File: config.mk
export PLATFORM = sky130hd
export DESIGN_NAME = i2cm_burst_tx
export DESIGN_NICKNAME = d
export VERILOG_FILES = /design/src/rtl/i2cm_pkg.sv /design/src/rtl/i2cm_qtick.sv /design/src/rtl/i2cm_busmon.sv /design/src/rtl/i2cm_engine.sv /design/src/rtl/i2cm_burst_tx.sv
export SDC_FILE = /design/constraint.sdc
export NUM_CORES = 1
export LEC_CHECK = 0
export ABC_CLOCK_PERIOD_IN_PS = 8900
export BUFFER_PORTS_ARGS = -buffer_cell sky130_fd_sc_hd__buf_4
export CORE_MARGIN = 1
export CORE_UTILIZATION = 60
export CTS_BUF_LIST = sky130_fd_sc_hd__clkbuf_4 sky130_fd_sc_hd__clkbuf_8 sky130_fd_sc_hd__clkbuf_16
export CTS_CLUSTER_DIAMETER = 50
export DETAILED_ROUTE_END_ITERATION = 8
export PLACE_DENSITY_LB_ADDON = 0.2
export SLEW_MARGIN = 20
export SYNTH_ARGS = -nofsm -noshare
export SYNTH_HDL_FRONTEND = slang
export SYNTH_SLANG_ARGS = --single-unit
File: constraint.sdc
create_clock -name clk -period 8.9 [get_ports clk]
set_clock_uncertainty 0.15 [all_clocks]
set_input_delay 0.89 -clock clk [delete_from_list [all_inputs] [get_ports clk]]
set_output_delay 0.89 -clock clk [all_outputs]
set_load 0.05 [all_outputs]
File: src/rtl/i2cm_pkg.sv
package i2cm_pkg;
  typedef enum logic [2:0] {PH_IDLE, PH_START, PH_BIT, PH_ACK, PH_STOP} phase_e;

  localparam logic [1:0] A_CTRL  = 2'd0;
  localparam logic [1:0] A_PRESC = 2'd1;
  localparam logic [1:0] A_TXD   = 2'd2;
  localparam logic [1:0] A_SRST  = 2'd3;

  localparam int CB_EN    = 0;
  localparam int CB_IE    = 1;
  localparam int CB_GO    = 2;
  localparam int CB_IFC   = 3;
  localparam int CB_CNT   = 4;
  localparam int CB_BBSCL = 6;
  localparam int CB_BBSDA = 7;
endpackage

File: src/rtl/i2cm_qtick.sv
module i2cm_qtick #(
  parameter int PW   = 16,
  parameter int MINQ = 4
) (
  input  logic          clk,
  input  logic          rst_n,
  input  logic          run,
  input  logic [PW-1:0] presc,
  output logic          tick
);
  localparam logic [PW-1:0] MINV = PW'(MINQ);

  logic [PW-1:0] lim;
  logic [PW-1:0] cnt;

  assign lim  = (presc < MINV) ? MINV : presc;
  assign tick = run && (cnt == lim - PW'(1));

  always_ff @(posedge clk or negedge rst_n) begin
    if (!rst_n)    cnt <= '0;
    else if (!run) cnt <= '0;
    else if (tick) cnt <= '0;
    else           cnt <= cnt + PW'(1);
  end
endmodule

File: src/rtl/i2cm_busmon.sv
module i2cm_busmon (
  input  logic clk,
  input  logic rst_n,
  input  logic scl_i,
  input  logic sda_i,
  output logic sda_s,
  output logic start_det,
  output logic stop_det,
  output logic busy
);
  logic scl_m, scl_s, sda_m, scl_p, sda_p;

  always_ff @(posedge clk or negedge rst_n) begin
    if (!rst_n) begin
      scl_m <= 1'b1; scl_s <= 1'b1; scl_p <= 1'b1;
      sda_m <= 1'b1; sda_s <= 1'b1; sda_p <= 1'b1;
    end else begin
      scl_m <= scl_i; scl_s <= scl_m; scl_p <= scl_s;
      sda_m <= sda_i; sda_s <= sda_m; sda_p <= sda_s;
    end
  end

  assign start_det = scl_s && scl_p && sda_p && !sda_s;
  assign stop_det  = scl_s && scl_p && !sda_p && sda_s;

  always_ff @(posedge clk or negedge rst_n) begin
    if (!rst_n)         busy <= 1'b0;
    else if (start_det) busy <= 1'b1;
    else if (stop_det)  busy <= 1'b0;
  end

  a_r5_busy_on_start: assert property (@(posedge clk) disable iff (!rst_n)
    start_det |=> busy);
  a_r5_free_on_stop: assert property (@(posedge clk) disable iff (!rst_n)
    stop_det |=> !busy);
endmodule

File: src/rtl/i2cm_engine.sv
module i2cm_engine
  import i2cm_pkg::*;
#(
  parameter int DW = 32,
  parameter int CW = 2
) (
  input  logic          clk,
  input  logic          rst_n,
  input  logic          clr,
  input  logic          go,
  input  logic [CW-1:0] go_cnt,
  input  logic [DW-1:0] tx_data,
  input  logic          tick,
  input  logic          sda_s,
  input  logic          stop_det,
  output logic          scl_oe,
  output logic          sda_oe,
  output logic          busy,
  output logic [CW-1:0] cnt,
  output logic          rx_nack,
  output logic          done_p,
  output logic          lost_p
);
  localparam int BITW = 3;

  phase_e          state;
  logic [1:0]      q;
  logic [BITW-1:0] bitn;
  logic [DW-1:0]   sh;
  logic            dscl, dsda, dphase_q;

  assign busy = (state != PH_IDLE);

  always_comb begin
    dscl = 1'b0;
    dsda = 1'b0;
    unique case (state)
      PH_START: begin dsda = (q != 2'd0); dscl = (q == 2'd3); end
      PH_BIT:   begin dsda = ~sh[DW-1];   dscl = (q == 2'd0) || (q == 2'd3); end
      PH_ACK:   begin dscl = (q == 2'd0) || (q == 2'd3); end
      PH_STOP:  begin dscl = (q == 2'd0); dsda = (q < 2'd2); end
      default:  ;
    endcase
  end

  always_ff @(posedge clk or negedge rst_n) begin
    if (!rst_n) begin
      scl_oe <= 1'b0; sda_oe <= 1'b0; dphase_q <= 1'b0;
    end else if (clr) begin
      scl_oe <= 1'b0; sda_oe <= 1'b0; dphase_q <= 1'b0;
    end else begin
      scl_oe   <= dscl;
      sda_oe   <= dsda;
      dphase_q <= (state == PH_BIT) || (state == PH_ACK);
    end
  end

  always_ff @(posedge clk or negedge rst_n) begin
    if (!rst_n) begin
      state <= PH_IDLE; q <= '0; bitn <= '0; sh <= '0; cnt <= '0;
      rx_nack <= 1'b0; done_p <= 1'b0; lost_p <= 1'b0;
    end else if (clr) begin
      state <= PH_IDLE; q <= '0; bitn <= '0; sh <= '0; cnt <= '0;
      rx_nack <= 1'b0; done_p <= 1'b0; lost_p <= 1'b0;
    end else begin
      done_p <= 1'b0;
      lost_p <= 1'b0;
      if (state == PH_IDLE) begin
        if (go) begin
          state <= PH_START;
          q     <= '0;
          sh    <= tx_data;
          cnt   <= go_cnt;
        end
      end else if (stop_det && state != PH_STOP) begin
        state  <= PH_IDLE;
        lost_p <= 1'b1;
      end else if (tick) begin
        if (state == PH_BIT && q == 2'd2 && sh[DW-1] && !sda_s) begin
          state  <= PH_IDLE;
          lost_p <= 1'b1;
        end else if (q != 2'd3) begin
          if (state == PH_ACK && q == 2'd2) rx_nack <= sda_s;
          q <= q + 2'd1;
        end else begin
          q <= '0;
          unique case (state)
            PH_START: begin state <= PH_BIT; bitn <= '1; end
            PH_BIT: begin
              sh <= {sh[DW-2:0], 1'b0};
              if (bitn == '0) state <= PH_ACK;
              else            bitn  <= bitn - BITW'(1);
            end
            PH_ACK: begin
              if (rx_nack || cnt == '0) state <= PH_STOP;
              else begin
                cnt   <= cnt - CW'(1);
                state <= PH_BIT;
                bitn  <= '1;
              end
            end
            PH_STOP: begin state <= PH_IDLE; done_p <= 1'b1; end
            default: state <= PH_IDLE;
          endcase
        end
      end
    end
  end

  a_r1_count_never_rises: assert property (@(posedge clk) disable iff (!rst_n || clr)
    busy && $past(busy) |-> cnt <= $past(cnt));
  a_r10_sda_moves_scl_low: assert property (@(posedge clk) disable iff (!rst_n || clr)
    dphase_q && $past(dphase_q) && !$stable(sda_oe) |-> scl_oe && $past(scl_oe));
endmodule

File: src/rtl/i2cm_burst_tx.sv
module i2cm_burst_tx
  import i2cm_pkg::*;
#(
  parameter int          PRESC_W   = 16,
  parameter int          DATA_W    = 32,
  parameter int          CNT_W     = 2,
  parameter int          MIN_Q     = 4,
  parameter int          PRESC_RST = 8
) (
  input  logic              clk,
  input  logic              rst_n,
  input  logic              wr_en,
  input  logic [1:0]        wr_addr,
  input  logic [DATA_W-1:0] wr_data,
  input  logic              scl_i,
  input  logic              sda_i,
  output logic              scl_oe,
  output logic              sda_oe,
  output logic              irq,
  output logic              st_tip,
  output logic              st_busy,
  output logic              st_lost,
  output logic              st_nack,
  output logic              st_if,
  output logic [CNT_W-1:0]  st_left
);
  localparam logic [PRESC_W-1:0] PRST = PRESC_W'(PRESC_RST);

  logic en_q, ie_q, bbscl_q, bbsda_q, if_q, lost_q;
  logic [PRESC_W-1:0] presc_q;
  logic [DATA_W-1:0]  txd_q;
  logic wr_ok, srst, go, tick;
  logic e_scl, e_sda, e_busy, e_done, e_lost, sda_s, start_det, stop_det;

  assign wr_ok = wr_en && (!e_busy || wr_addr == A_SRST);
  assign srst  = wr_ok && wr_addr == A_SRST && wr_data[0];
  assign go    = wr_ok && wr_addr == A_CTRL && wr_data[CB_GO] && wr_data[CB_EN];

  always_ff @(posedge clk or negedge rst_n) begin
    if (!rst_n) begin
      en_q <= 1'b0; ie_q <= 1'b0; bbscl_q <= 1'b1; bbsda_q <= 1'b1;
      if_q <= 1'b0; lost_q <= 1'b0; presc_q <= PRST; txd_q <= '0;
    end else if (srst) begin
      en_q <= 1'b0; ie_q <= 1'b0; bbscl_q <= 1'b1; bbsda_q <= 1'b1;
      if_q <= 1'b0; lost_q <= 1'b0; presc_q <= PRST; txd_q <= '0;
    end else begin
      if (wr_ok && wr_addr == A_CTRL) begin
        en_q    <= wr_data[CB_EN];
        ie_q    <= wr_data[CB_IE];
        bbscl_q <= wr_data[CB_BBSCL];
        bbsda_q <= wr_data[CB_BBSDA];
        if (wr_data[CB_IFC]) if_q <= 1'b0;
      end
      if (wr_ok && wr_addr == A_PRESC) presc_q <= wr_data[PRESC_W-1:0];
      if (wr_ok && wr_addr == A_TXD)   txd_q   <= wr_data;
      if (go)                lost_q <= 1'b0;
      if (e_lost)            lost_q <= 1'b1;
      if (e_done || e_lost)  if_q   <= 1'b1;
    end
  end

  i2cm_busmon u_mon (
    .clk(clk), .rst_n(rst_n), .scl_i(scl_i), .sda_i(sda_i),
    .sda_s(sda_s), .start_det(start_det), .stop_det(stop_det), .busy(st_busy)
  );

  i2cm_qtick #(.PW(PRESC_W), .MINQ(MIN_Q)) u_tick (
    .clk(clk), .rst_n(rst_n), .run(e_busy), .presc(presc_q), .tick(tick)
  );

  i2cm_engine #(.DW(DATA_W), .CW(CNT_W)) u_eng (
    .clk(clk), .rst_n(rst_n), .clr(srst), .go(go),
    .go_cnt(wr_data[CB_CNT +: CNT_W]), .tx_data(txd_q), .tick(tick),
    .sda_s(sda_s), .stop_det(stop_det), .scl_oe(e_scl), .sda_oe(e_sda),
    .busy(e_busy), .cnt(st_left), .rx_nack(st_nack), .done_p(e_done), .lost_p(e_lost)
  );

  assign scl_oe  = en_q ? e_scl : ~bbscl_q;
  assign sda_oe  = en_q ? e_sda : ~bbsda_q;
  assign irq     = if_q && ie_q;
  assign st_tip  = e_busy;
  assign st_lost = lost_q;
  assign st_if   = if_q;

  a_r7_flag_after_end: assert property (@(posedge clk) disable iff (!rst_n)
    $fell(e_busy) && !$past(srst) |=> if_q);
  a_r6_release_on_loss: assert property (@(posedge clk) disable iff (!rst_n || srst)
    $rose(lost_q) |=> !scl_oe && !sda_oe);
  a_r8_txd_held: assert property (@(posedge clk) disable iff (!rst_n)
    e_busy && $past(e_busy) |-> $stable(txd_q));
endmodule

Word level (Yosys, flattened, before mapping)
Index checks and enable logic that the tools add are counted.

Magnitude comparators: 2. $add $sub $neg: 5. Mux-type cells: 92. Equality and inequality tests: 25. Reduce and logical (&&, ||, !) cells: 57. Bitwise gates (word level): 3.

Operators by type and width (count): $mux W32 (10); $mux W16 (5); $mux W3 (17); $mux W1 (40); $mux W2 (16); $reduce_bool A3 Y1 (7); $logic_and A1 B1 Y1 (20); $pmux W3 S3 (2); $add A16 B1 Y16 const B (1); $eq A16 B16 Y1 (1); $lt A16 B3 Y1 const B (1); $reduce_bool A2 Y1 (8); $sub A16 B1 Y16 const B (1); $ne A3 B2 Y1 const B (4); $ne A3 B3 Y1 const B (4); $reduce_and A6 Y1 (2); $ne A2 B2 Y1 const B (5); $eq A2 B2 Y1 const B (4); $reduce_and A4 Y1 (2); $reduce_and A8 Y1 (1); $reduce_bool A4 Y1 (2); $reduce_and A7 Y1 (1); $eq A3 B2 Y1 const B (2); $logic_not A2 Y1 (3); other kinds (16) (25).

Input bits: 39. Output and inout port bits: 10. Word-level logic and storage cells: 210. Register bits after elaboration: 124.

Longest topological paths before layout
Gate-level depths: netlist (run 1).

Word-level depth: 10. Gate-level depth with buffers: 14.

Hierarchy
From an unflattened synthesis (run 1), not the netlist that was laid out.

Cell total of the unflattened synthesis: 665. Area total of the unflattened synthesis: 6570.1 µm².

By module, submodules not included: i2cm_engine (sequential area each 1176.1 µm², cells each 252, area each 2635.0 µm², times used 1); i2cm_burst_tx (sequential area each 1355.0 µm², cells each 213, area each 2222.1 µm², times used 1); i2cm_qtick (sequential area each 400.4 µm², cells each 186, area each 1496.4 µm², times used 1); i2cm_busmon (sequential area each 182.7 µm², cells each 14, area each 216.5 µm², times used 1).

Worst setup path before layout (run 1)
OpenSTA, ideal clock, no wires.

Path kind: flip-flop to flip-flop. Start point: register presc_q[4]. End point: register u_eng.sh[11]. Library setup time: 0.120 ns. Slack: 5.284 ns. Arrival: 3.345 ns. Cell stages (with the launch flop): 14. Clock period less this slack: 3.616 ns. Path through: dfrtp_1 nor3_1 nand3_1 o21ai_0 ha_1 nand2b_1 or3_1 o21ai_1 xnor2_1 nor4_4 and3_1 nand3_2 buf_2 a31o_2.

Cells in the longest elaborated chain, start to end: 7.

RTL lines: from (decl) (line i2cm_burst_tx.sv:30) `logic [PRESC_W-1:0] presc_q;`; from (signal assigned) (line i2cm_burst_tx.sv:54) `if (wr_ok && wr_addr == A_PRESC) presc_q <= wr_data[PRESC_W-1:0];`; $lt A16 B3 Y1 (line i2cm_qtick.sv:16) `assign lim = (presc < MINV) ? MINV : presc;`; $mux W16 (*) (line i2cm_qtick.sv:16); $sub A16 B1 Y16 (*) (line i2cm_qtick.sv:17) `assign tick = run && (cnt == lim - PW'(1));`; $eq A16 B16 Y1 (*) (line i2cm_qtick.sv:17); $logic_and A1 B1 Y1 (*) (line i2cm_qtick.sv:17); $reduce_bool A3 Y1 (no line) (*); $reduce_and A6 Y1 (no line) (*); to (signal assigned) (line i2cm_engine.sv:72) `sh <= tx_data;`; to (signal assigned) (line i2cm_engine.sv:90) `sh <= {sh[DW-2:0], 1'b0};`; to (decl) (line i2cm_engine.sv:29) `logic [DW-1:0] sh;`.

Every way passes the cells marked *; elsewhere a longest branch is shown, timed or not. A chain may end at the register's enable or synchronous reset.

Worst setup path after layout (run 1)
Start point: register presc_q[14]. End point: register u_eng.sh[0].

Same word-level chain as after synthesis.

==> flow_metrics.py, run 1 <==
metrics = {
    "status": {
        "status": "finished, final reports clean",
    },
    "critical_path": {
        "cp-end-kind": "flop",
        "startpoint": "presc_q[14]",
        "ff2ff_path_depth": 13,
        "crit_chain": "nor4_1, nand2b_1, o21ai_0, ha_1, nand2b_1, o41ai_1, o21ai_1, xnor2_1, nor4_4, nand4_2, buf_4, nor2b_1, o21ai_0",
        "critPathMaxStageDelay_ps": 720,
        "start_kind": "flop",
        "rrSetupSlack_ps": 4110,
        "cp-endpoint": "u_eng.sh[0]",
        "crit_type": "flop to flop",
        "crit_fanout": 46,
        "cp.required_ps": 9010,
        "slowest_stage": "nor2b_1",
        "timing.rr.start": "presc_q[14]",
        "r2r_end": "u_eng.sh[0]",
        "arrival_ps": 4900,
    },
    "global_routing": {
        "grt_pass1_wl_um": 29300,
        "antenna_found_initial": 0,
        "grt_max_degree": 72,
        "globalRoute.totalOverflow": 0,
        "grtUsageTotal_pct": 32.3,
        "grt_pass1_vias": 5886,
    },
    "die": {
        "die_x_um": 110,
        "rows": 39,
        "core_area_um2": 11400,
        "num_io_pins": 49,
        "dieArea_um2": 12100,
        "start_util_pct": 61.4,
        "die_h_um": 110,
    },
    "final_layout": {
        "antenna_cells": 0,
        "drive_gt1_share_pct": 14.8,
        "final_area_um2": 8050,
        "fin_nets": 933,
        "area_growth_pct": 14.9,
    },
    "timing": {
        "worstMarginPinSlew_ps": 841,
        "fin_crit_sh_pct": 53.8,
        "finalHoldViolCount": 0,
        "slew_viol_final": 0,
        "slew_headroom_pct": 43.9,
        "final-setup-viol-count": 0,
        "timing.fmax_ghz": 0.209,
        "rsz0062_at_grt": "false",
        "holdWs_ps": 208,
        "setup_tns_ps": 0,
        "min_period_ps": 4790,
    },
    "logic_synthesis": {
        "synthFlopType": "dfrtp_1",
        "synth_area_um2": 7010,
        "syn_inst": 866,
        "synth_top_family_by_area": "simple AND/OR/NAND/NOR gates",
        "synth_fp_nets": 913,
        "synth_top_area_share_pct": 41.1,
        "yosysMostFrequentCell": "nand2_1",
        "yosys-mux-area-fraction_pct": 1.59,
        "ys_seq_area_share_pct": 44.5,
        "ys_seq_elements": 124,
        "netlist_top_cells_area": "dfrtp_1 41%, nand2_1 14%, a21oi_1 5.2%",
        "synth_fa_ha_area_share_pct": 1.43,
        "synth-xor-area-share_pct": 3.75,
        "synth_common_cells": "258 x nand2_1, 115 x dfrtp_1, 73 x a21oi_1",
        "synthSimpleGateAreaFrac_pct": 28.3,
        "ys_types": 61,
        "synthArstFlopShare_pct": 100,
        "syn_area_per_cell_um2": 8.09,
        "synth_edf_count": 0,
        "synth_compound_area_share_pct": 16.6,
        "synth_top_area_cell": "dfrtp_1",
        "yosys_warnings": 0,
    },
    "power": {
        "p_total_mw": 1.85,
        "irDropWorstVdd_mv": 0.270,
        "powerDensity_nw_per_um2": 230,
        "leakage_nw": 3.54,
    },
    "clock_tree": {
        "clock-sinks": 124,
        "cts_tree": "yes",
        "post_cts_buffers": 0,
        "clock_path_buffers": 2,
        "clk_root_buffer_cell": "clkbuf_16",
        "h-tree-depth": 4,
        "numCtsBuffers": 17,
        "hold_buffers": 0,
        "ctsResizeCount": 0,
        "clock_latency_ps": 420,
        "cts.clk_slew.worst_paths_ps": 60,
    },
    "routing": {
        "wl_um": 18900,
        "detail_route.iter0.violations": 636,
        "first_pass_iters": 5,
        "vias_per_cell": 6.09,
        "route.detailed.drc": 0,
        "ant_nets": 0,
        "vias": 6350,
        "wl_per_cell_um": 18.1,
    },
    "place": {
        "hpwl_um": 12300,
        "gp_congestion": 0.884,
        "place_area_um2": 7410,
        "port_buffers": 48,
    },
    "worst_hold_path": {
        "hp-class": "flop to flop",
    },
    "run": {
        "cap_viol_max_count": 0,
    },
}
worst max-delay path, delay by kind of cell (launching register included):
kind | cells | cell delay (ps)
DFF | 1 | 420
xor gates and xnor gates | 1 | 190
AOI/OAI and AO/OA | 4 | 1170
buffers and inverters | 1 | 300
adders and majority gates | 1 | 320
and+or+nand+nor | 6 | 2050
power breakdown:
part,internal [mW],switching [mW]
combinational,0.165,0.236
clock,0.488,0.255
sequential,0.627,0.0827
total,1.28,0.573
cell usage in the layout (no fill, tap or decap), types with 3 or more instances in the layout:
master     synthesis  routed
clkbuf_16          0      17
nor3_2             3       4
o211ai_1           4       4
nand3_1           45      45
nor2b_1            5       5
or3_1              7       7
o21ai_1            3       3
nor3_1            15      14
nor3b_1            3       3
xnor2_1           18      18
a2bb2oi_1         14      14
buf_4              0      56
nand2b_1           6       6
dfstp_2            9       9
dfrtp_1          115     115
mux2i_1           10      10
a21oi_1           73      73
inv_1             13      13
nand4_1            6       6
a31o_2            18      18
nor2_1            54      52
o41ai_1            3       3
ha_1               8       8
a31oi_1            4       4
o21ai_0           32      32
o22ai_1           18      18
nand3b_1           3       3
and2_1             5       5
bufinv_16          0       4
nor4_1             5       5
clkinv_2           0       4
xor2_1            12      12
nand2_1          258     257
and3_1            10      10
or4_1              3       3
area by class of cell:
class	count	area, um^2
clock buffer	21	468
clock inverter	11	165
fill	941	3370
inverter	13	48.8
multi-input combinational	673	3640
sequential	124	3110
tap	143	179
timing repair buffer	57	435
worst min-delay path by stage:
stage                start          end  slack [ps]  depth (start not counted)
2_1_floorplan  u_mon.scl_m  u_mon.scl_s         200                          0
3_3_place_gp   u_mon.sda_m  u_mon.sda_s         200                          0
3_5_place_dp   u_mon.sda_m  u_mon.sda_s         200                          0
4_1_cts        u_mon.sda_m  u_mon.sda_s         210                          0
5_1_grt        u_mon.scl_m  u_mon.scl_s         210                          0
6_report       u_mon.sda_m  u_mon.sda_s         210                          0
layer usage:
metal	track usage (%)	vias up	share of wire, %
met3	7.76	27	6.5
met1	42.6	3065	44
met4	9.62	0	1.5
met2	52.7	235	48
li1	-	3023	-
met5	0	-	0
registers in the layout, indices dropped and copies added (netlist names), 2 cells and up:
name / flops
u_eng.bitn: 3
u_eng.sh: 32
txd_q: 32
u_eng.q: 2
presc_q: 16
u_eng.state: 3
u_eng.cnt: 2
u_tick.cnt: 16
cells by family (layout without fill, tap and decap cells):
family,after synthesis,in the layout
simple gates,441,441
compound gates,183,183
flops,124,124
buf+inv,69,102
xor+xnor,30,30
mux,11,11
fa+ha+maj,8,8
metrics by stage:
| step | util, % | std cells | worst slack, ps |
|---|---|---|---|
| 2_1_floorplan | - | 866 | 5280 |
| 3_3_place_gp | 64.8 | 1009 | 4310 |
| 3_5_place_dp | 64.9 | 1010 | 4200 |
| 4_1_cts | 70.5 | 1042 | 4160 |
| 5_1_grt | 70.5 | 1042 | 3660 |
| 6_report | 70.5 | 1042 | 4110 |
Note: power is estimated with default switching activity, not from simulation.
==> run 2: changes to the inputs <==
--- a/config.mk
+++ b/config.mk
@@ -5,10 +5,11 @@
 export SDC_FILE = /design/constraint.sdc
 export NUM_CORES = 1
 export LEC_CHECK = 0
-export ABC_CLOCK_PERIOD_IN_PS = 8900
+export ABC_AREA = 1
+export ABC_CLOCK_PERIOD_IN_PS = 3960
 export BUFFER_PORTS_ARGS = -buffer_cell sky130_fd_sc_hd__buf_4
 export CORE_MARGIN = 1
-export CORE_UTILIZATION = 60
+export CORE_UTILIZATION = 55
 export CTS_BUF_LIST = sky130_fd_sc_hd__clkbuf_4 sky130_fd_sc_hd__clkbuf_8 sky130_fd_sc_hd__clkbuf_16
 export CTS_CLUSTER_DIAMETER = 50
 export DETAILED_ROUTE_END_ITERATION = 8
==> constraint.sdc (replaced) <==
create_clock -name clk -period 3.96 [get_ports clk]
set_clock_uncertainty 0.15 [all_clocks]
set_input_delay 0.396 -clock clk [delete_from_list [all_inputs] [get_ports clk]]
set_output_delay 0.396 -clock clk [all_outputs]
set_load 0.05 [all_outputs]
==> flow_metrics.py, run 2 <==
metrics = {
    "timing": {
        "fin_crit_sh_pct": 92.8,
        "slew_headroom_pct": 39.9,
        "final-setup-viol-count": 0,
        "slew_viol_final": 0,
        "finalHoldViolCount": 0,
        "timing.fmax_ghz": 0.272,
        "rsz0062_at_grt": "false",
        "setup_tns_ps": 0,
        "min_period_ps": 3680,
        "worstMarginPinSlew_ps": 902,
    },
    "power": {
        "internal_power_mw": 3.55,
        "p_comb_share_pct": 41.8,
        "seq_power_share_pct": 33.4,
        "powerDensity_nw_per_um2": 801,
        "leakage_nw": 3.90,
        "irDropWorstVdd_mv": 0.749,
        "pwr-share-clk_pct": 24.7,
        "sw_frac_of_total_pct": 42.9,
        "power.switching_mw": 2.67,
    },
    "die": {
        "die_h_um": 112,
        "core_area_um2": 11600,
        "die_x_um": 112,
        "num_io_pins": 49,
        "start_util_pct": 57.5,
        "dieArea_um2": 12600,
        "rows": 39,
    },
    "routing": {
        "first_pass_iters": 9,
        "vias": 5932,
        "ant_nets": 0,
        "vias_per_cell": 5.53,
        "detail_route.iter0.violations": 467,
        "route.detailed.drc": 2,
        "wl_per_cell_um": 15.4,
        "wl_um": 16500,
    },
    "global_routing": {
        "grtUsageTotal_pct": 28.2,
        "grt_max_degree": 71,
        "grt_pass1_wl_um": 27600,
        "antenna_found_initial": 0,
        "globalRoute.totalOverflow": 0,
        "grt_pass1_vias": 5742,
    },
    "logic_synthesis": {
        "ys_seq_area_share_pct": 46.6,
        "ys_seq_elements": 124,
        "syn_area_per_cell_um2": 7.69,
        "synth_top_area_share_pct": 43.1,
        "synth_area_um2": 6680,
        "synthArstFlopShare_pct": 100,
        "synth_common_cells": "249 x nand2_1, 116 x inv_1, 115 x dfrtp_1",
        "synth_fp_nets": 916,
        "synth_edf_count": 0,
        "netlist_top_cells_area": "dfrtp_1 43%, nand2_1 14%, inv_1 6.5%",
        "synth_top_area_cell": "dfrtp_1",
        "ys_types": 44,
        "synthFlopType": "dfrtp_1",
        "yosysMostFrequentCell": "nand2_1",
        "syn_inst": 869,
        "yosys_warnings": 0,
    },
    "critical_path": {
        "startpoint": "presc_q[2]",
        "cp.required_ps": 4100,
        "arrival_ps": 3820,
        "start_kind": "flop",
        "crit_type": "flop to flop",
        "timing.rr.start": "presc_q[2]",
        "cp-end-kind": "flop",
        "rrSetupSlack_ps": 280,
        "crit_fanout": 32,
    },
    "clock_tree": {
        "hold_buffers": 3,
        "h-tree-depth": 4,
        "clock_path_buffers": 2,
        "ctsResizeCount": 0,
        "clk_root_buffer_cell": "clkbuf_16",
        "clock-sinks": 124,
        "cts_tree": "yes",
        "cts.clk_slew.worst_paths_ps": 60,
        "numCtsBuffers": 17,
        "clock_latency_ps": 420,
        "post_cts_buffers": 0,
    },
    "worst_hold_path": {
        "worstHoldStart": "wr_data[24]",
        "hp-class": "primary input to flop",
    },
    "final_layout": {
        "fillers": 997,
        "layout_common_cells": "249 x nand2_1, 116 x inv_1, 115 x dfrtp_1",
        "final_area_um2": 7770,
        "antenna_cells": 0,
        "area_growth_pct": 16.4,
        "drive_gt1_share_pct": 13.8,
        "top_regs": "txd_q x32, u_eng.sh x32",
        "final_common_cell": "nand2_1",
        "fin_nets": 964,
    },
    "status": {
        "violations": "DRC",
        "status": "finished with violations",
    },
    "place": {
        "place_area_um2": 7150,
        "port_buffers": 48,
        "gp_congestion": 0.889,
        "hpwl_um": 11200,
    },
    "run": {
        "cap_viol_max_count": 0,
    },
}
[run 2: power groups by stage]
| stage | Combinational (mW) | Clock (mW) | Sequential, mW |
|---|---|---|---|
| floorplan | 1.91 | 0 | 2.07 |
| global route | 2.94 | 1.62 | 2.13 |
| CTS | 2.60 | 1.56 | 2.07 |
| finish | 2.60 | 1.54 | 2.08 |
| detailed placement | 2.55 | 0 | 2.08 |
| global placement | 2.49 | 0 | 2.07 |
[run 2: final timing paths]
check	cells past startpoint	to
max	19	u_eng.sh[2]
min	3	txd_q[24]
max reg2reg	19	u_eng.sh[2]
min reg2reg	0	u_mon.scl_s
max in group asynchronous	3	presc_q[3]
min in group asynchronous	2	txd_q[28]
[run 2: cell type report]
type / instances / area (um^2) / share of cell area, %
clock buffer: 24 / 497 / 6.39
clock inverter: 8 / 92.6 / 1.19
inverter: 117 / 439 / 5.65
multi-input combinational: 595 / 2970 / 38.2
sequential: 124 / 3110 / 40.1
tap: 143 / 179 / 2.30
timing repair buffer: 62 / 485 / 6.24
[run 2: per-stage QoR]
stage / total power, mW / util, % / hold WS (ps) / instances / worst slack [ps]
global placement: 4.56 / 61.6 / 197 / 1038 / 553
detailed placement: 4.63 / 61.6 / 199 / 1038 / 446
CTS: 6.23 / 66.9 / 17.0 / 1073 / 353
finish: 6.22 / 66.9 / 30.3 / 1073 / 284
floorplan: 3.98 / - / -49.6 / 869 / 1030
global route: 6.68 / 66.9 / 36.9 / 1073 / 46.6
[run 2: worst max-delay path, cell delays in order (launching register included)]
cell and delay, ps:
dfrtp_1 360, inv_1 270, nand2_1 90, nor2_1 190, nand2_4 150, nand2_1 100
ha_1 170, inv_1 60, nor2_1 250, nand4_2 250, inv_1 220, nand3b_1 100
nand2_1 100, nand2_1 60, nor2_1 100, nand4_2 170, nand2_4 140, nand3_4 310
nand2_1 200, nand2_1 90
[run 2: logic make-up after synthesis]
| family | count (synthesis) | share of synthesized area (%) |
|---|---|---|
| XOR/XNOR | 18 | 2.36 |
| AO/OA/AOI/OAI | 105 | 8.60 |
| AND/OR/NAND/NOR | 454 | 30.1 |
| buffers and inverters | 150 | 9.14 |
| flip-flops | 124 | 46.6 |
| multiplexers | 10 | 1.67 |
| adder cells (fa/ha/maj) | 8 | 1.50 |
[run 2: metal layers]
metal / global-route usage, % / up-vias / part of all wire [%]
met5: 0 / - / 0
met4: 9.78 / 0 / 1.6
met3: 5.99 / 23 / 5.5
met2: 46.9 / 181 / 49
met1: 36.9 / 2837 / 44
li1: - / 2891 / -
==> run 3: changes to the inputs <==
--- a/config.mk
+++ b/config.mk
@@ -8,12 +8,14 @@
 export ABC_AREA = 1
 export ABC_CLOCK_PERIOD_IN_PS = 3960
 export BUFFER_PORTS_ARGS = -buffer_cell sky130_fd_sc_hd__buf_4
+export CAP_MARGIN = 25
 export CORE_MARGIN = 1
 export CORE_UTILIZATION = 55
 export CTS_BUF_LIST = sky130_fd_sc_hd__clkbuf_4 sky130_fd_sc_hd__clkbuf_8 sky130_fd_sc_hd__clkbuf_16
 export CTS_CLUSTER_DIAMETER = 50
 export DETAILED_ROUTE_END_ITERATION = 8
 export PLACE_DENSITY_LB_ADDON = 0.2
+export RECOVER_POWER = 50
 export SLEW_MARGIN = 20
 export SYNTH_ARGS = -nofsm -noshare
 export SYNTH_HDL_FRONTEND = slang
==> flow_metrics.py, run 3 (same netlist as run 2, synthesis figures left out) <==
metrics = {
    "critical_path": {
        "cp-end-kind": "flop",
        "ff2ff_path_depth": 19,
        "cp.required_ps": 4110,
        "rrSetupSlack_ps": 300,
        "crit_type": "flop to flop",
        "r2r_end": "u_eng.sh[2]",
        "crit_fanout": 32,
        "timing.rr.start": "presc_q[2]",
        "arrival_ps": 3810,
        "start_kind": "flop",
    },
    "clock_tree": {
        "cts_tree": "yes",
        "clock_path_buffers": 2,
        "h-tree-depth": 4,
        "cts.clk_slew.worst_paths_ps": 60,
        "ctsResizeCount": 0,
        "clock-sinks": 124,
        "clock_latency_ps": 420,
        "clk_root_buffer_cell": "clkbuf_16",
        "numCtsBuffers": 17,
    },
    "routing": {
        "route.detailed.drc": 2,
        "wl_per_cell_um": 15.4,
        "vias_per_cell": 5.55,
        "detail_route.iter0.violations": 482,
        "wl_um": 16600,
        "vias": 5952,
        "first_pass_iters": 9,
        "ant_nets": 0,
    },
    "worst_hold_path": {
        "worstHoldStart": "wr_data[24]",
        "min_path_cells": 3,
        "hold-path-endpoint": "txd_q[24]",
        "hp-class": "primary input to flop",
    },
    "global_routing": {
        "top_usage_layer": "met2",
        "antenna_found_initial": 0,
        "grt_max_degree": 71,
        "grt_pass1_wl_um": 27600,
        "use_met2_pct": 46.9,
        "grtUsageTotal_pct": 28.2,
        "grt_pass1_vias": 5742,
        "met1_usage_pct": 36.9,
        "met3_usage_pct": 5.99,
        "globalRoute.totalOverflow": 0,
    },
    "power": {
        "seq_power_share_pct": 33.5,
        "power.switching_mw": 2.67,
        "powerDensity_nw_per_um2": 802,
        "p_comb_share_pct": 41.6,
        "internal_power_mw": 3.53,
        "pwr-share-clk_pct": 24.8,
        "p_total_mw": 6.20,
        "leakage_nw": 3.86,
        "sw_frac_of_total_pct": 43.1,
        "irDropWorstVdd_mv": 0.761,
    },
    "timing": {
        "timing.fmax_ghz": 0.273,
        "rsz0062_at_grt": "false",
        "setup_tns_ps": 0,
        "finalHoldViolCount": 0,
        "slew_headroom_pct": -14.6,
        "final-setup-viol-count": 0,
        "worstMarginPinSlew_ps": 1720,
        "fin_crit_sh_pct": 92.5,
        "holdWs_ps": 28.8,
        "min_period_ps": 3660,
        "slew_viol_final": 71,
    },
    "place": {
        "gp_congestion": 0.889,
        "hpwl_um": 11200,
        "port_buffers": 48,
    },
    "final_layout": {
        "antenna_cells": 0,
        "final_common_cell": "nand2_1",
        "fin_nets": 964,
        "area_growth_pct": 15.7,
        "drive_gt1_share_pct": 12.8,
        "utilization_pct": 66.6,
        "top_regs": "txd_q x32, u_eng.sh x32",
        "layout_common_cells": "249 x nand2_1, 116 x inv_1, 115 x dfrtp_1",
    },
    "die": {
        "core_area_um2": 11600,
        "die_h_um": 112,
        "dieArea_um2": 12600,
        "rows": 39,
        "start_util_pct": 57.5,
        "die_x_um": 112,
        "num_io_pins": 49,
    },
    "run": {
        "cap_viol_max_count": 1,
    },
    "status": {
        "violations": "DRC, capacitance limit, slew limit",
        "status": "finished with violations",
    },
}
## run 3: cell types whose count changed in the layout (fill, tap and decap cells not counted), sizes merged
cell | before | now
buf | 59 | 48
clkbuf | 24 | 35
## run 3: area by class of cell
type                    instances  area (um^2)
clock buffers                  24          497
well taps                     143          179
multi-input cells             595         2970
fillers                      1013         3880
inverters                     117          439
repair buffers                 62          442
flip-flops and latches        124         3110
clock inverters                 8         92.6
## run 3: timing repair
action                    in CTS  in global routing
setup buffers                  0                  0
hold endpoints to repair      59                  0
hold buffers                   3                  0
## run 3: worst max-delay path by stage
stage | startpoint | to | slack, ps | cells after the start
CTS | presc_q[2] | u_eng.sh[2] | 350 | 19
detailed placement | presc_q[2] | u_eng.sh[2] | 450 | 19
global placement | presc_q[2] | u_eng.sh[31] | 550 | 19
floorplan | presc_q[8] | u_eng.sh[31] | 1030 | 21
global route | presc_q[2] | u_eng.bitn[2] | 50 | 19
finish | presc_q[2] | u_eng.sh[2] | 300 | 19
## run 3: layer usage
layer | vias to the layer above | routed length, um
li1 | 2892 | -
met1 | 2831 | 7420
met2 | 198 | 8030
met3 | 31 | 834
met4 | 0 | 263
met5 | - | 0
## run 3: power by group through the flow
stage	Combinational [mW]	Sequential [mW]	Clock, mW
detailed placement	2.55	2.08	0
floorplan	1.91	2.07	0
global placement	2.49	2.07	0
finish	2.58	2.08	1.54
global route	2.91	2.13	1.62
CTS	2.60	2.07	1.56
## run 3: stage by stage
stage | instances | setup slack (ps) | cell area (um^2)
6_report | 1073 | 295 | 7730
5_1_grt | 1073 | 46.5 | 7730
4_1_cts | 1073 | 353 | 7770
3_5_place_dp | 1038 | 446 | 7150
3_3_place_gp | 1038 | 553 | 7150
2_1_floorplan | 869 | 1030 | 6680
## run 3: worst max-delay path, cell delays in order (launching register included)
cell and delay [ps]:
dfrtp_1 360, inv_1 270, nand2_1 90, nor2_1 190, nand2_4 150, nand2_1 100
ha_1 170, inv_1 60, nor2_1 250, nand4_2 250, inv_1 220, nand3b_1 100
nand2_1 100, nand2_1 60, nor2_1 100, nand4_2 170, nand2_4 140, nand3_4 310
nand2_1 200, nand2_1 90
